### config.mk
export PLATFORM = sky130hd
export DESIGN_NAME = ghist_dir_predictor
export DESIGN_NICKNAME = d
export VERILOG_FILES = /design/src/rtl/ghp_pkg.sv /design/src/rtl/ghp_history.sv /design/src/rtl/ghp_counter_cell.sv /design/src/rtl/ghp_pattern_table.sv /design/src/rtl/ghist_dir_predictor.sv
export SDC_FILE = /design/constraint.sdc
export NUM_CORES = 1
export LEC_CHECK = 0
export BUFFER_PORTS_ARGS = -buffer_cell sky130_fd_sc_hd__buf_2
export CAP_MARGIN = 30
export CORE_MARGIN = 5
export CORE_UTILIZATION = 55
export DETAILED_ROUTE_END_ITERATION = 10
export PLACE_DENSITY = 0.76
export SYNTH_ARGS = -nofsm -noshare
export SYNTH_HDL_FRONTEND = slang
export SYNTH_SLANG_ARGS = --single-unit
### constraint.sdc
create_clock -name clk -period 4.9 [get_ports clk]
set_input_delay 0.49 -clock clk [delete_from_list [all_inputs] [get_ports clk]]
set_output_delay 0.49 -clock clk [all_outputs]
set_load 0.005 [all_outputs]
### src/rtl/ghp_pkg.sv
package ghp_pkg;

   localparam int unsigned GHP_HIST_W_DEF = 3;
   localparam int unsigned GHP_CTR_W_DEF  = 2;

   typedef enum logic [1:0] {
      DIR_STRONG_NT = 2'b00,
      DIR_WEAK_NT   = 2'b01,
      DIR_WEAK_T    = 2'b10,
      DIR_STRONG_T  = 2'b11
   } dir_state_e;

   localparam logic [1:0] GHP_CTR_INIT_DEF = DIR_WEAK_NT;

   function automatic logic is_mispredict(input logic valid,
                                          input logic guessed,
                                          input logic actual);
      return valid && (guessed != actual);
   endfunction

endpackage

### src/rtl/ghp_history.sv
module ghp_history #(
   parameter int unsigned HIST_W = 3
) (
   input  logic              clk,
   input  logic              rst_n,
   input  logic              spec_en,
   input  logic              spec_bit,
   input  logic              fix_en,
   input  logic [HIST_W-1:0] fix_snap,
   input  logic              fix_bit,
   output logic [HIST_W-1:0] hist_q
);

   logic [HIST_W-1:0] hist_d;

   generate
      if (HIST_W < 2) begin : g_bad_width
         $error("ghp_history: HIST_W must be at least 2");
      end
   endgenerate

   // A repair outranks a speculative shift.
   always_comb begin
      hist_d = hist_q;
      if (fix_en) begin
         hist_d = {fix_snap[HIST_W-2:0], fix_bit};
      end else if (spec_en) begin
         hist_d = {hist_q[HIST_W-2:0], spec_bit};
      end
   end

   always_ff @(posedge clk or negedge rst_n) begin
      if (!rst_n) begin
         hist_q <= '0;
      end else begin
         hist_q <= hist_d;
      end
   end

endmodule

### src/rtl/ghp_counter_cell.sv
module ghp_counter_cell #(
   parameter int unsigned           CTR_W    = 2,
   parameter logic [CTR_W-1:0]      CTR_INIT = 1
) (
   input  logic             clk,
   input  logic             rst_n,
   input  logic             upd_en,
   input  logic             upd_up,
   output logic [CTR_W-1:0] cnt_q
);

   localparam logic [CTR_W-1:0] CNT_MAX = {CTR_W{1'b1}};
   localparam logic [CTR_W-1:0] CNT_MIN = '0;
   localparam logic [CTR_W-1:0] CNT_ONE = CTR_W'(1);

   logic [CTR_W-1:0] cnt_d;

   always_comb begin
      cnt_d = cnt_q;
      if (upd_en) begin
         if (upd_up) begin
            if (cnt_q != CNT_MAX) cnt_d = cnt_q + CNT_ONE;
         end else begin
            if (cnt_q != CNT_MIN) cnt_d = cnt_q - CNT_ONE;
         end
      end
   end

   always_ff @(posedge clk or negedge rst_n) begin
      if (!rst_n) begin
         cnt_q <= CTR_INIT;
      end else begin
         cnt_q <= cnt_d;
      end
   end

endmodule

### src/rtl/ghp_pattern_table.sv
module ghp_pattern_table #(
   parameter int unsigned      IDX_W       = 3,
   parameter int unsigned      CTR_W       = 2,
   parameter logic [CTR_W-1:0] CTR_INIT    = 1,
   parameter bit               ONEHOT_READ = 1'b0
) (
   input  logic                          clk,
   input  logic                          rst_n,
   input  logic [IDX_W-1:0]              rd_idx,
   output logic [CTR_W-1:0]              rd_cnt,
   input  logic                          wr_en,
   input  logic [IDX_W-1:0]              wr_idx,
   input  logic                          wr_up,
   output logic [(CTR_W<<IDX_W)-1:0]     cnt_flat
);

   localparam int unsigned DEPTH = 1 << IDX_W;

   logic [CTR_W-1:0] cnt_arr [DEPTH];

   generate
      if (CTR_W < 1) begin : g_bad_ctr
         $error("ghp_pattern_table: CTR_W must be at least 1");
      end

      for (genvar e = 0; e < DEPTH; e++) begin : g_entry
         logic hit_w;
         assign hit_w = wr_en && (wr_idx == IDX_W'(e));

         ghp_counter_cell #(
            .CTR_W    (CTR_W),
            .CTR_INIT (CTR_INIT)
         ) u_cell (
            .clk    (clk),
            .rst_n  (rst_n),
            .upd_en (hit_w),
            .upd_up (wr_up),
            .cnt_q  (cnt_arr[e])
         );

         assign cnt_flat[e*CTR_W +: CTR_W] = cnt_arr[e];
      end

      if (ONEHOT_READ) begin : g_rd_andor
         always_comb begin
            rd_cnt = '0;
            for (int k = 0; k < DEPTH; k++) begin
               rd_cnt = rd_cnt | (cnt_arr[k] & {CTR_W{rd_idx == IDX_W'(k)}});
            end
         end
      end else begin : g_rd_mux
         assign rd_cnt = cnt_arr[rd_idx];
      end
   endgenerate

endmodule

### src/rtl/ghist_dir_predictor.sv
module ghist_dir_predictor
   import ghp_pkg::*;
#(
   parameter int unsigned      HIST_W      = GHP_HIST_W_DEF,
   parameter int unsigned      CTR_W       = GHP_CTR_W_DEF,
   parameter logic [CTR_W-1:0] CTR_INIT    = CTR_W'(GHP_CTR_INIT_DEF),
   parameter bit               ONEHOT_READ = 1'b0
) (
   input  logic              clk,
   input  logic              rst_n,
   input  logic              pred_req,
   output logic              pred_taken,
   output logic [HIST_W-1:0] pred_snap,
   input  logic              res_valid,
   input  logic [HIST_W-1:0] res_snap,
   input  logic              res_pred,
   input  logic              res_taken
);

   localparam int unsigned FLAT_W = CTR_W << HIST_W;

   logic [HIST_W-1:0] hist_q;
   logic [CTR_W-1:0]  sel_cnt;
   logic [FLAT_W-1:0] cnt_flat;
   logic              mispred;

   generate
      if (HIST_W < 2 || HIST_W > 10) begin : g_bad_hist
         $error("ghist_dir_predictor: HIST_W out of range 2..10");
      end
      if (CTR_W < 1 || CTR_W > 8) begin : g_bad_ctr
         $error("ghist_dir_predictor: CTR_W out of range 1..8");
      end
   endgenerate

   assign mispred = is_mispredict(res_valid, res_pred, res_taken);

   ghp_history #(
      .HIST_W (HIST_W)
   ) u_hist (
      .clk      (clk),
      .rst_n    (rst_n),
      .spec_en  (pred_req),
      .spec_bit (pred_taken),
      .fix_en   (mispred),
      .fix_snap (res_snap),
      .fix_bit  (res_taken),
      .hist_q   (hist_q)
   );

   ghp_pattern_table #(
      .IDX_W       (HIST_W),
      .CTR_W       (CTR_W),
      .CTR_INIT    (CTR_INIT),
      .ONEHOT_READ (ONEHOT_READ)
   ) u_pht (
      .clk      (clk),
      .rst_n    (rst_n),
      .rd_idx   (hist_q),
      .rd_cnt   (sel_cnt),
      .wr_en    (res_valid),
      .wr_idx   (res_snap),
      .wr_up    (res_taken),
      .cnt_flat (cnt_flat)
   );

   assign pred_taken = sel_cnt[CTR_W-1];
   assign pred_snap  = hist_q;

endmodule

# --- Word level (Yosys, flattened, before mapping) ---
# Cells that the tools add are included.
op_classes:
  addsub: 16
  n_lt_le_gt_ge: 1
  n_eq_ne: 24
  muxes: 29
  n_bitwise: 1
  reduce_logical: 35
ops:
  columns: ["op", "n"]
  rows:
  - ["two-way mux 2 bit", 26]
  - ["nonzero test 2 bit", 17]
  - ["AND reduction 3 bit", 8]
  - ["adder 2 x 1 -> 2 bit, second input constant", 8]
  - ["inequality test 2 x 1 -> 1 bit, second input constant", 8]
  - ["inequality test 2 bit, second input constant", 8]
  - ["subtractor 2 x 1 -> 2 bit, second input constant", 8]
  - ["equality test 3 bit, second input constant", 4]
  - ["logical AND 1 bit", 9]
  - ["binary-select mux 2 bit (select 3 bit)", 1]
  - ["equality test 3 x 2 -> 1 bit, second input constant", 2]
  - ["two-way mux 3 bit", 2]
  - [">= comparator 4 bit, second input constant", 1]
  - ["inverter 3 -> 4 bit", 1]
  - ["equality test 3 x 1 -> 1 bit, second input constant", 1]
  - ["zero test 3 bit", 1]
  - ["inequality test 1 bit", 1]
totals:
  reg_bits: 19
  in_bits: 9
  out_inout_bits: 4
  word_cells: 115

# --- Depth between registers and ports, before layout ---
# Gate-level depths: netlist of the first run.
depth:
  word_depth: 6
  ltp_mapped: 4
  depth_no_buf: 3

# --- Modules after synthesis ---
# A second synthesis of the first run with hierarchy kept.
hier_totals:
  hier_cells: 97
  hier_area_um2: 1103.6
modules_own_cells:
  columns: ["module", "n_inst", "cells_each", "area_each_um2", "seq_area_each_um2"]
  rows:
  - ["ghp_counter_cell", 8, 8, 96.3, 51.3]
  - ["ghp_pattern_table", 1, 19, 186.4, 0.0]
  - ["ghp_history", 1, 12, 131.4, 75.1]
  - ["ghist_dir_predictor", 1, 2, 15.0, 0.0]

# --- Worst setup path before layout of the first run ---
# No wires, ideal clock.
synth_timing:
  path_kind: "register to output"
  from: "reg u_hist.hist_q[0]"
  to: "out pred_taken"
  arrival_ns: 1.243
  required_time_ns: 4.410
  path_slack_ns: 3.167
  path_stages_with_launch: 3
  n_path_buf: 0
  cell_sequence: "dfrtp_1 > mux2_2 > mux4_2"
synth_between:
  elab_chain_cells: 4
synth_lines:
  columns: ["element", "line", "text"]
  rows:
  - ["start, declared", "ghp_history.sv:11", "output logic [HIST_W-1:0] hist_q"]
  - ["start signal, assigned", "ghp_history.sv:36", "hist_q <= hist_d;"]
  - ["inverter 3 -> 4 bit (not written as such)", "ghp_pattern_table.sv:52", "assign rd_cnt = cnt_arr[rd_idx];"]
  - ["binary-select mux 2 bit (select 3 bit)", "ghp_pattern_table.sv:52", null]
  - ["two-way mux 2 bit (not written as such) (2 in a row)", "ghp_pattern_table.sv:52", null]
  - ["end, declared", "ghist_dir_predictor.sv:12", "output logic pred_taken,"]
# No other way between the ends. The select of a mux whose other input is x is not followed.

# --- Final worst setup path of the first run ---
# Same ends and word-level chain as after synthesis.

==> results of run 1 <==
-- cell type report --
class	instances	share of cell area [%]
Timing Repair Buffer	12	4.918
Tap cell	27	2.766
Inverter	2	0.6148
Clock buffer	4	2.152
Multi-Input combinational cell	81	49.80
Sequential cell	19	39.75
-- per-layer routing --
| layer | vias up | GRT usage, % |
|---|---|---|
| met3 | 5 | 2.681 |
| li1 | 436 | - |
| met2 | 32 | 27.17 |
| met4 | 0 | 6.073 |
| met1 | 441 | 23.98 |
| met5 | - | 0 |
-- power by group --
group	total (mW)	internal [mW]	switching, mW	leakage, nW
Sequential	0.250	0.208	0.0421	0.190
Clock	0.0771	0.0317	0.0454	0.0150
Combinational	0.101	0.0628	0.0382	0.241
-- worst max-delay path, cell delays in order (launching register included) --
cell	delay, ns
dfrtp_1	0.47
mux2_2	0.37
mux4_2	0.47
buf_2	0.15
-- stage by stage --
step                      hold slack, ns  util, %  total power, mW  area [um2]  instances
after floorplan                   0.1944        -           0.3221        1120        107
after global placement            0.4492    61.53           0.3468        1195        141
after detailed placement          0.4491    61.53           0.3521        1195        141
after CTS                         0.1206    62.89           0.4310        1221        145
after global routing              0.1296    62.89           0.4589        1221        145
final                             0.1173    62.89           0.4279        1221        145
-- Yosys cell counts, drive strengths merged --
master,number
a21oi,18
dfrtp,11
dfstp,8
mux2,8
nand3,7
nor2,7
o221a,7
nand2b,6
o2bb2ai,6
clkbuf,5
o21ai,5
and4b,3
and4bb,3
inv,2
nand2,2
a311o,1
and4,1
mux2i,1
mux4,1
nand4,1
nand4b,1
nor4b,1
or2b,1
xor2,1
-- flip-flops by register name, indices dropped and copies added (netlist names) --
name                        count
u_pht.g_entry.u_cell.cnt_q     16
u_hist.hist_q                   3
-- cells by family (layout without fill, tap and decap cells) --
| logic type | Yosys count | after routing | synth area share [%] |
|---|---|---|---|
| AO/OA/AOI/OAI | 37 | 37 | 22.91 |
| buffers and inverters | 7 | 18 | 2.347 |
| AND/OR/NAND/NOR | 33 | 33 | 19.67 |
| XOR/XNOR | 1 | 1 | 0.7823 |
| flip-flops | 19 | 19 | 43.35 |
| multiplexers | 10 | 10 | 10.95 |
-- path summary, 6_finish.rpt --
check	end	cells after the start
min in group clk	u_hist.hist_q[0]$_DFFE_PN0P_	2
hold / removal	u_pht.g_entry[4].u_cell.cnt_q[1]$_DFFE_PN0P_	1
hold reg to reg	u_pht.g_entry[3].u_cell.cnt_q[0]$_DFFE_PN1P_	2
max in group asynchronous	u_pht.g_entry[1].u_cell.cnt_q[0]$_DFFE_PN1P_	1
setup / recovery	pred_taken	3
setup reg to reg	u_hist.hist_q[0]$_DFFE_PN0P_	3
==> out/metrics.yaml, run 1 <==
sta:
  finalCriticalPeriod_ns: 2.235
  setup_viol_count_final: 0
  finalSetupTns_ns: 0
  setup_ws_ns: 2.665
  grt_setup_unrepaired: "false"
  maxSlewViolCount: 0
  tightest_slew_ns: 0.4712
  layout_worst_path_cycle_share_pct: 45.62
  fin_skew_ns: 0.004108
  max_slew_margin_pct: 68.55
  max_freq_mhz: 447.4
  hold_viol: 0
finish:
  multi_input_area_um2: 608.1
  regArea_um2: 485.5
  fillers: 172
  drive_above_1_share_pct: 35.59
  final_nets: 128
  syn2layout_area_growth_pct: 9.050
  final_common_cell: "a21oi_1"
  n_antenna_cell: 0
  final_cell_mix: "a21oi_1, buf_2, dfrtp_1, dfstp_2"
synthesis:
  avgSynthCellArea_um2: 10.47
  synth_fp_nets: 116
  synthCells: 107
  synth_top_cell_by_area: "dfrtp_1"
  yosysWarnings: 0
  netlist_area_um2: 1120
  synth_top_area_share_pct: 24.58
  synth_cell_type_count: 25
  ys_ff_latch: 19
  ys_top_cells_by_area: "dfrtp_1, dfstp_2, a21oi_1, mux2_2, o221a_2"
  synth-seq-area-share_pct: 43.35
placement:
  dpl.hpwl_um: 1523
  gpl.final_weighted_congestion: 0.7436
  port-buffer-count: 12
  place_ws_ns: 2.988
run_status:
  outcome: "complete, no violations"
route:
  drc: 0
  drt_pass1_iterations: 5
  first_iter_violations: 19
  wl_per_cell_um: 15.03
  met1_length_um: 1022
  wl_met3_um: 97
  wl_met2_um: 1034
  top_layer_used: "met4"
  antenna_left: 0
  via_count: 914
  drt-total-wl_um: 2180
  viasPerCell: 6.303
run:
  cap_viol_max_count: 0
floorplanning:
  dieArea_um2: 3038
  die-width_um: 55.12
  start_util_pct: 57.67
  coreArea_um2: 1942
  fp.dieH_um: 55.12
  io_pins: 13
  fp-row-count: 16
critical_path:
  crit_required_ns: 4.41
  end_kind: "output port"
  critPathLaunchType: "flop"
  cp_data_arrival_time_ns: 1.75
  r2r_setup_slack_ns: 3.16
  path_class: "reg2out"
  reg2reg_from: "u_hist.hist_q[0]$_DFFE_PN0P_"
  crit_start: "u_hist.hist_q[0]$_DFFE_PN0P_"
  path_max_fanout: 7
power_and_ir_drop:
  powerDensity_nw_per_um2: 350.4
  p_leak_nw: 0.4456
  max-vdd-ir-drop_mv: 0.2207
clocking:
  hold_buffers: 0
  clk-insertion-delay-late_ns: 0.29
  cts_resized: 0
  clk_pin_slew_worst_paths_ns: 0.10
  postCtsSetupRepairBufs: 0
  cts_made_buffers: 3
  numClockSinks: 19
  htreeDepth: 1
  cts_buffer_depth: 2
  cts_tree: "done"
  clock-root-buffer: "clkbuf_4"
global_route:
  grt_max_degree: 20
  antenna_found_initial: 0
  grt_first_pass_wirelength_um: 3746
  first_global_vias: 815
  grt_usage_pct: 17.23
  grt-ovfl-total: 0
worst_hold_path:
  hp-class: "in2async"
Power figures use the tool's default switching activity.
==> run 2: changes to the inputs <==
- clock period: 4.9 -> 2.2 ns (I/O delays scaled with it)
==> run 2 against run 1 <==
  * Hold slack gained 0.089 ns
  * Power is 130% higher
  * Largest cell class unchanged
  * Sequential share of layout area fell by 0.32 points
  * Largest power group unchanged
  * Worst setup slack worse by 2.5 ns
==> out/metrics.yaml, run 2 (synthesized netlist as in run 1, its figures left out) <==
finish:
  regArea_um2: 485.5  # unchanged
  drive_above_1_share_pct: 35.29  # -0.30 points
  reg_top3: "u_pht.g_entry.u_cell.cnt_q x16, u_hist.hist_q x3"
  final_cell_mix: "a21oi_1, buf_2, dfrtp_1, dfstp_2"
  n_antenna_cell: 0  # unchanged
  largest_reg_flops: 16  # unchanged
  fillers: 178  # +3.5%
  largest_register: "u_pht.g_entry.u_cell.cnt_q"
  final_common_cell: "a21oi_1"
  multi_input_area_um2: 608.1  # unchanged
  final_nets: 129  # +0.78%
  syn2layout_area_growth_pct: 9.944
route:
  via_count: 900  # -1.5%
  wl_met3_um: 102  # +5.2%
  drc: 0  # unchanged
  viasPerCell: 6.164  # -2.2%
  wl_per_cell_um: 16.63  # +11%
  top_layer_used: "met4"
  antenna_left: 0  # unchanged
  wl_met2_um: 1218  # +18%
  drt-total-wl_um: 2428  # +11%
  met1_length_um: 1065  # +4.2%
  drt_pass1_iterations: 4  # -1
  first_iter_violations: 23  # +4
critical_path:
  path_max_fanout: 7  # unchanged
  worstPathCellList: "mux2_2, mux4_2, buf_2"
  crit_start: "u_hist.hist_q[0]$_DFFE_PN0P_"
  path_class: "reg2out"
  critPathTopFamily: "multiplexers"
  end_kind: "output port"
  cpPeakStageDelay_ns: 0.48  # about the same
  worst-path-buf-inv: 1  # unchanged
  cp_slowest_cell: "dfrtp_1"
  critPathLaunchType: "flop"
  reg2reg_from: "u_hist.hist_q[0]$_DFFE_PN0P_"
  crit_required_ns: 1.98  # -2.43 ns
  cp_data_arrival_time_ns: 1.79  # +0.04 ns
global_route:
  antenna_found_initial: 0  # unchanged
  first_global_vias: 870  # +6.7%
  grt_usage_pct: 18.96  # +1.7 points
  grt_max_degree: 20  # unchanged
  grt-ovfl-total: 0  # unchanged
  grt_first_pass_wirelength_um: 3960  # +5.7%
power_and_ir_drop:
  max-vdd-ir-drop_mv: 0.6440  # +190%
  powerDensity_nw_per_um2: 791.8  # +130%
  p_leak_nw: 0.4498  # +0.94%
floorplanning:
  fp.dieH_um: 55.12  # unchanged
  io_pins: 13  # unchanged
  start_util_pct: 57.67  # unchanged
  coreArea_um2: 1942  # unchanged
  fp-row-count: 16  # unchanged
  die-width_um: 55.12  # unchanged
  dieArea_um2: 3038  # unchanged
placement:
  place_ws_ns: 0.4761  # -2.511 ns
  port-buffer-count: 12  # unchanged
  gpl.final_weighted_congestion: 0.8221  # +11%
  dpl.hpwl_um: 1657  # +8.8%
worst_hold_path:
  hp-class: "in2reg"
  hold_start: "pred_req"
sta:
  maxSlewViolCount: 0  # unchanged
  max_freq_mhz: 498.6
  tightest_slew_ns: 0.4799  # +0.008766 ns
  setup_ws_ns: 0.1944  # -2.470 ns
  grt_setup_unrepaired: "false"
  hold_viol: 0  # unchanged
  finalSetupTns_ns: 0  # unchanged
  layout_worst_path_cycle_share_pct: 91.16
  max_slew_margin_pct: 67.97  # -0.59 points
  finalCriticalPeriod_ns: 2.006
  setup_viol_count_final: 0  # unchanged
  fin_skew_ns: 0.003898  # -0.0002094 ns
run:
  cap_viol_max_count: 0  # unchanged
clocking:
  numClockSinks: 19  # unchanged
  cts_made_buffers: 3  # unchanged
  htreeDepth: 1  # unchanged
  cts_buffer_depth: 2  # unchanged
  cts_tree: "done"
  clock-root-buffer: "clkbuf_4"
  clk_pin_slew_worst_paths_ns: 0.11  # about the same
  clk-insertion-delay-late_ns: 0.31  # +0.02 ns
  postCtsSetupRepairBufs: 0  # unchanged
run_status:
  outcome: "complete, no violations"
[run 2: cell types whose count changed in the layout (fill, tap and decap cells not counted)]
cell	change
dlygate4sd3_1	+1
[run 2: path summary, 6_finish.rpt]
path                       slack [ns]                                            to  cells after the start
max                              0.19                                    pred_taken                      3
min                              0.21                  u_hist.hist_q[0]$_DFFE_PN0P_                      2
max reg2reg                      0.46                  u_hist.hist_q[0]$_DFFE_PN0P_                      3
min reg2reg                      0.52  u_pht.g_entry[3].u_cell.cnt_q[0]$_DFFE_PN1P_                      2
max in group asynchronous        1.47  u_pht.g_entry[3].u_cell.cnt_q[0]$_DFFE_PN1P_                      2
min in group asynchronous        0.39  u_pht.g_entry[4].u_cell.cnt_q[1]$_DFFE_PN0P_                      2
[run 2: routing by layer]
| metal | GRT usage, % | up-vias |
|---|---|---|
| met5 | 0 | - |
| met4 | 8.502 | 0 |
| met3 | 3.753 | 6 |
| met2 | 32.87 | 12 |
| met1 | 22.48 | 444 |
| li1 | - | 438 |
[run 2: layout make-up]
type                    instances  area share (%)
well taps                      27           2.744
flip-flops and latches         19           39.43
repair buffers                 13           5.691
multi-input cells              81           49.39
clock buffers                   4           2.134
inverters                       2          0.6098
[run 2: worst register-to-register path: cells and delay by family (launching register included)]
kind | cells | cell delay [ns]
AO/OA/AOI/OAI | 1 | 0.32
multiplexers | 2 | 0.85
flip-flops | 1 | 0.48
[run 2: per-stage QoR]
| step | hold slack (ns) | area (um2) | instances | utilization [%] | power, mW |
|---|---|---|---|---|---|
| floorplan | -0.07559 | 1120 | 107 | - | 0.7175 |
| global placement | 0.1758 | 1195 | 141 | 61.53 | 0.7722 |
| detailed placement | 0.1826 | 1195 | 141 | 61.53 | 0.7908 |
| CTS | 0.2056 | 1231 | 146 | 63.40 | 0.9807 |
| global route | 0.2217 | 1231 | 146 | 63.40 | 1.028 |
| finish | 0.2061 | 1231 | 146 | 63.40 | 0.9749 |
[run 2: report_power, final]
group,leakage (nW),switching (mW),internal (mW)
logic,0.245,0.0869,0.141
registers,0.190,0.0987,0.463
clock network,0.0150,0.115,0.0710
[run 2: repair_timing]
action	in CTS	in global routing
hold endpoints to repair	11	0
hold buffers	1	0
setup endpoints to repair	0	0
resized for setup	0	0
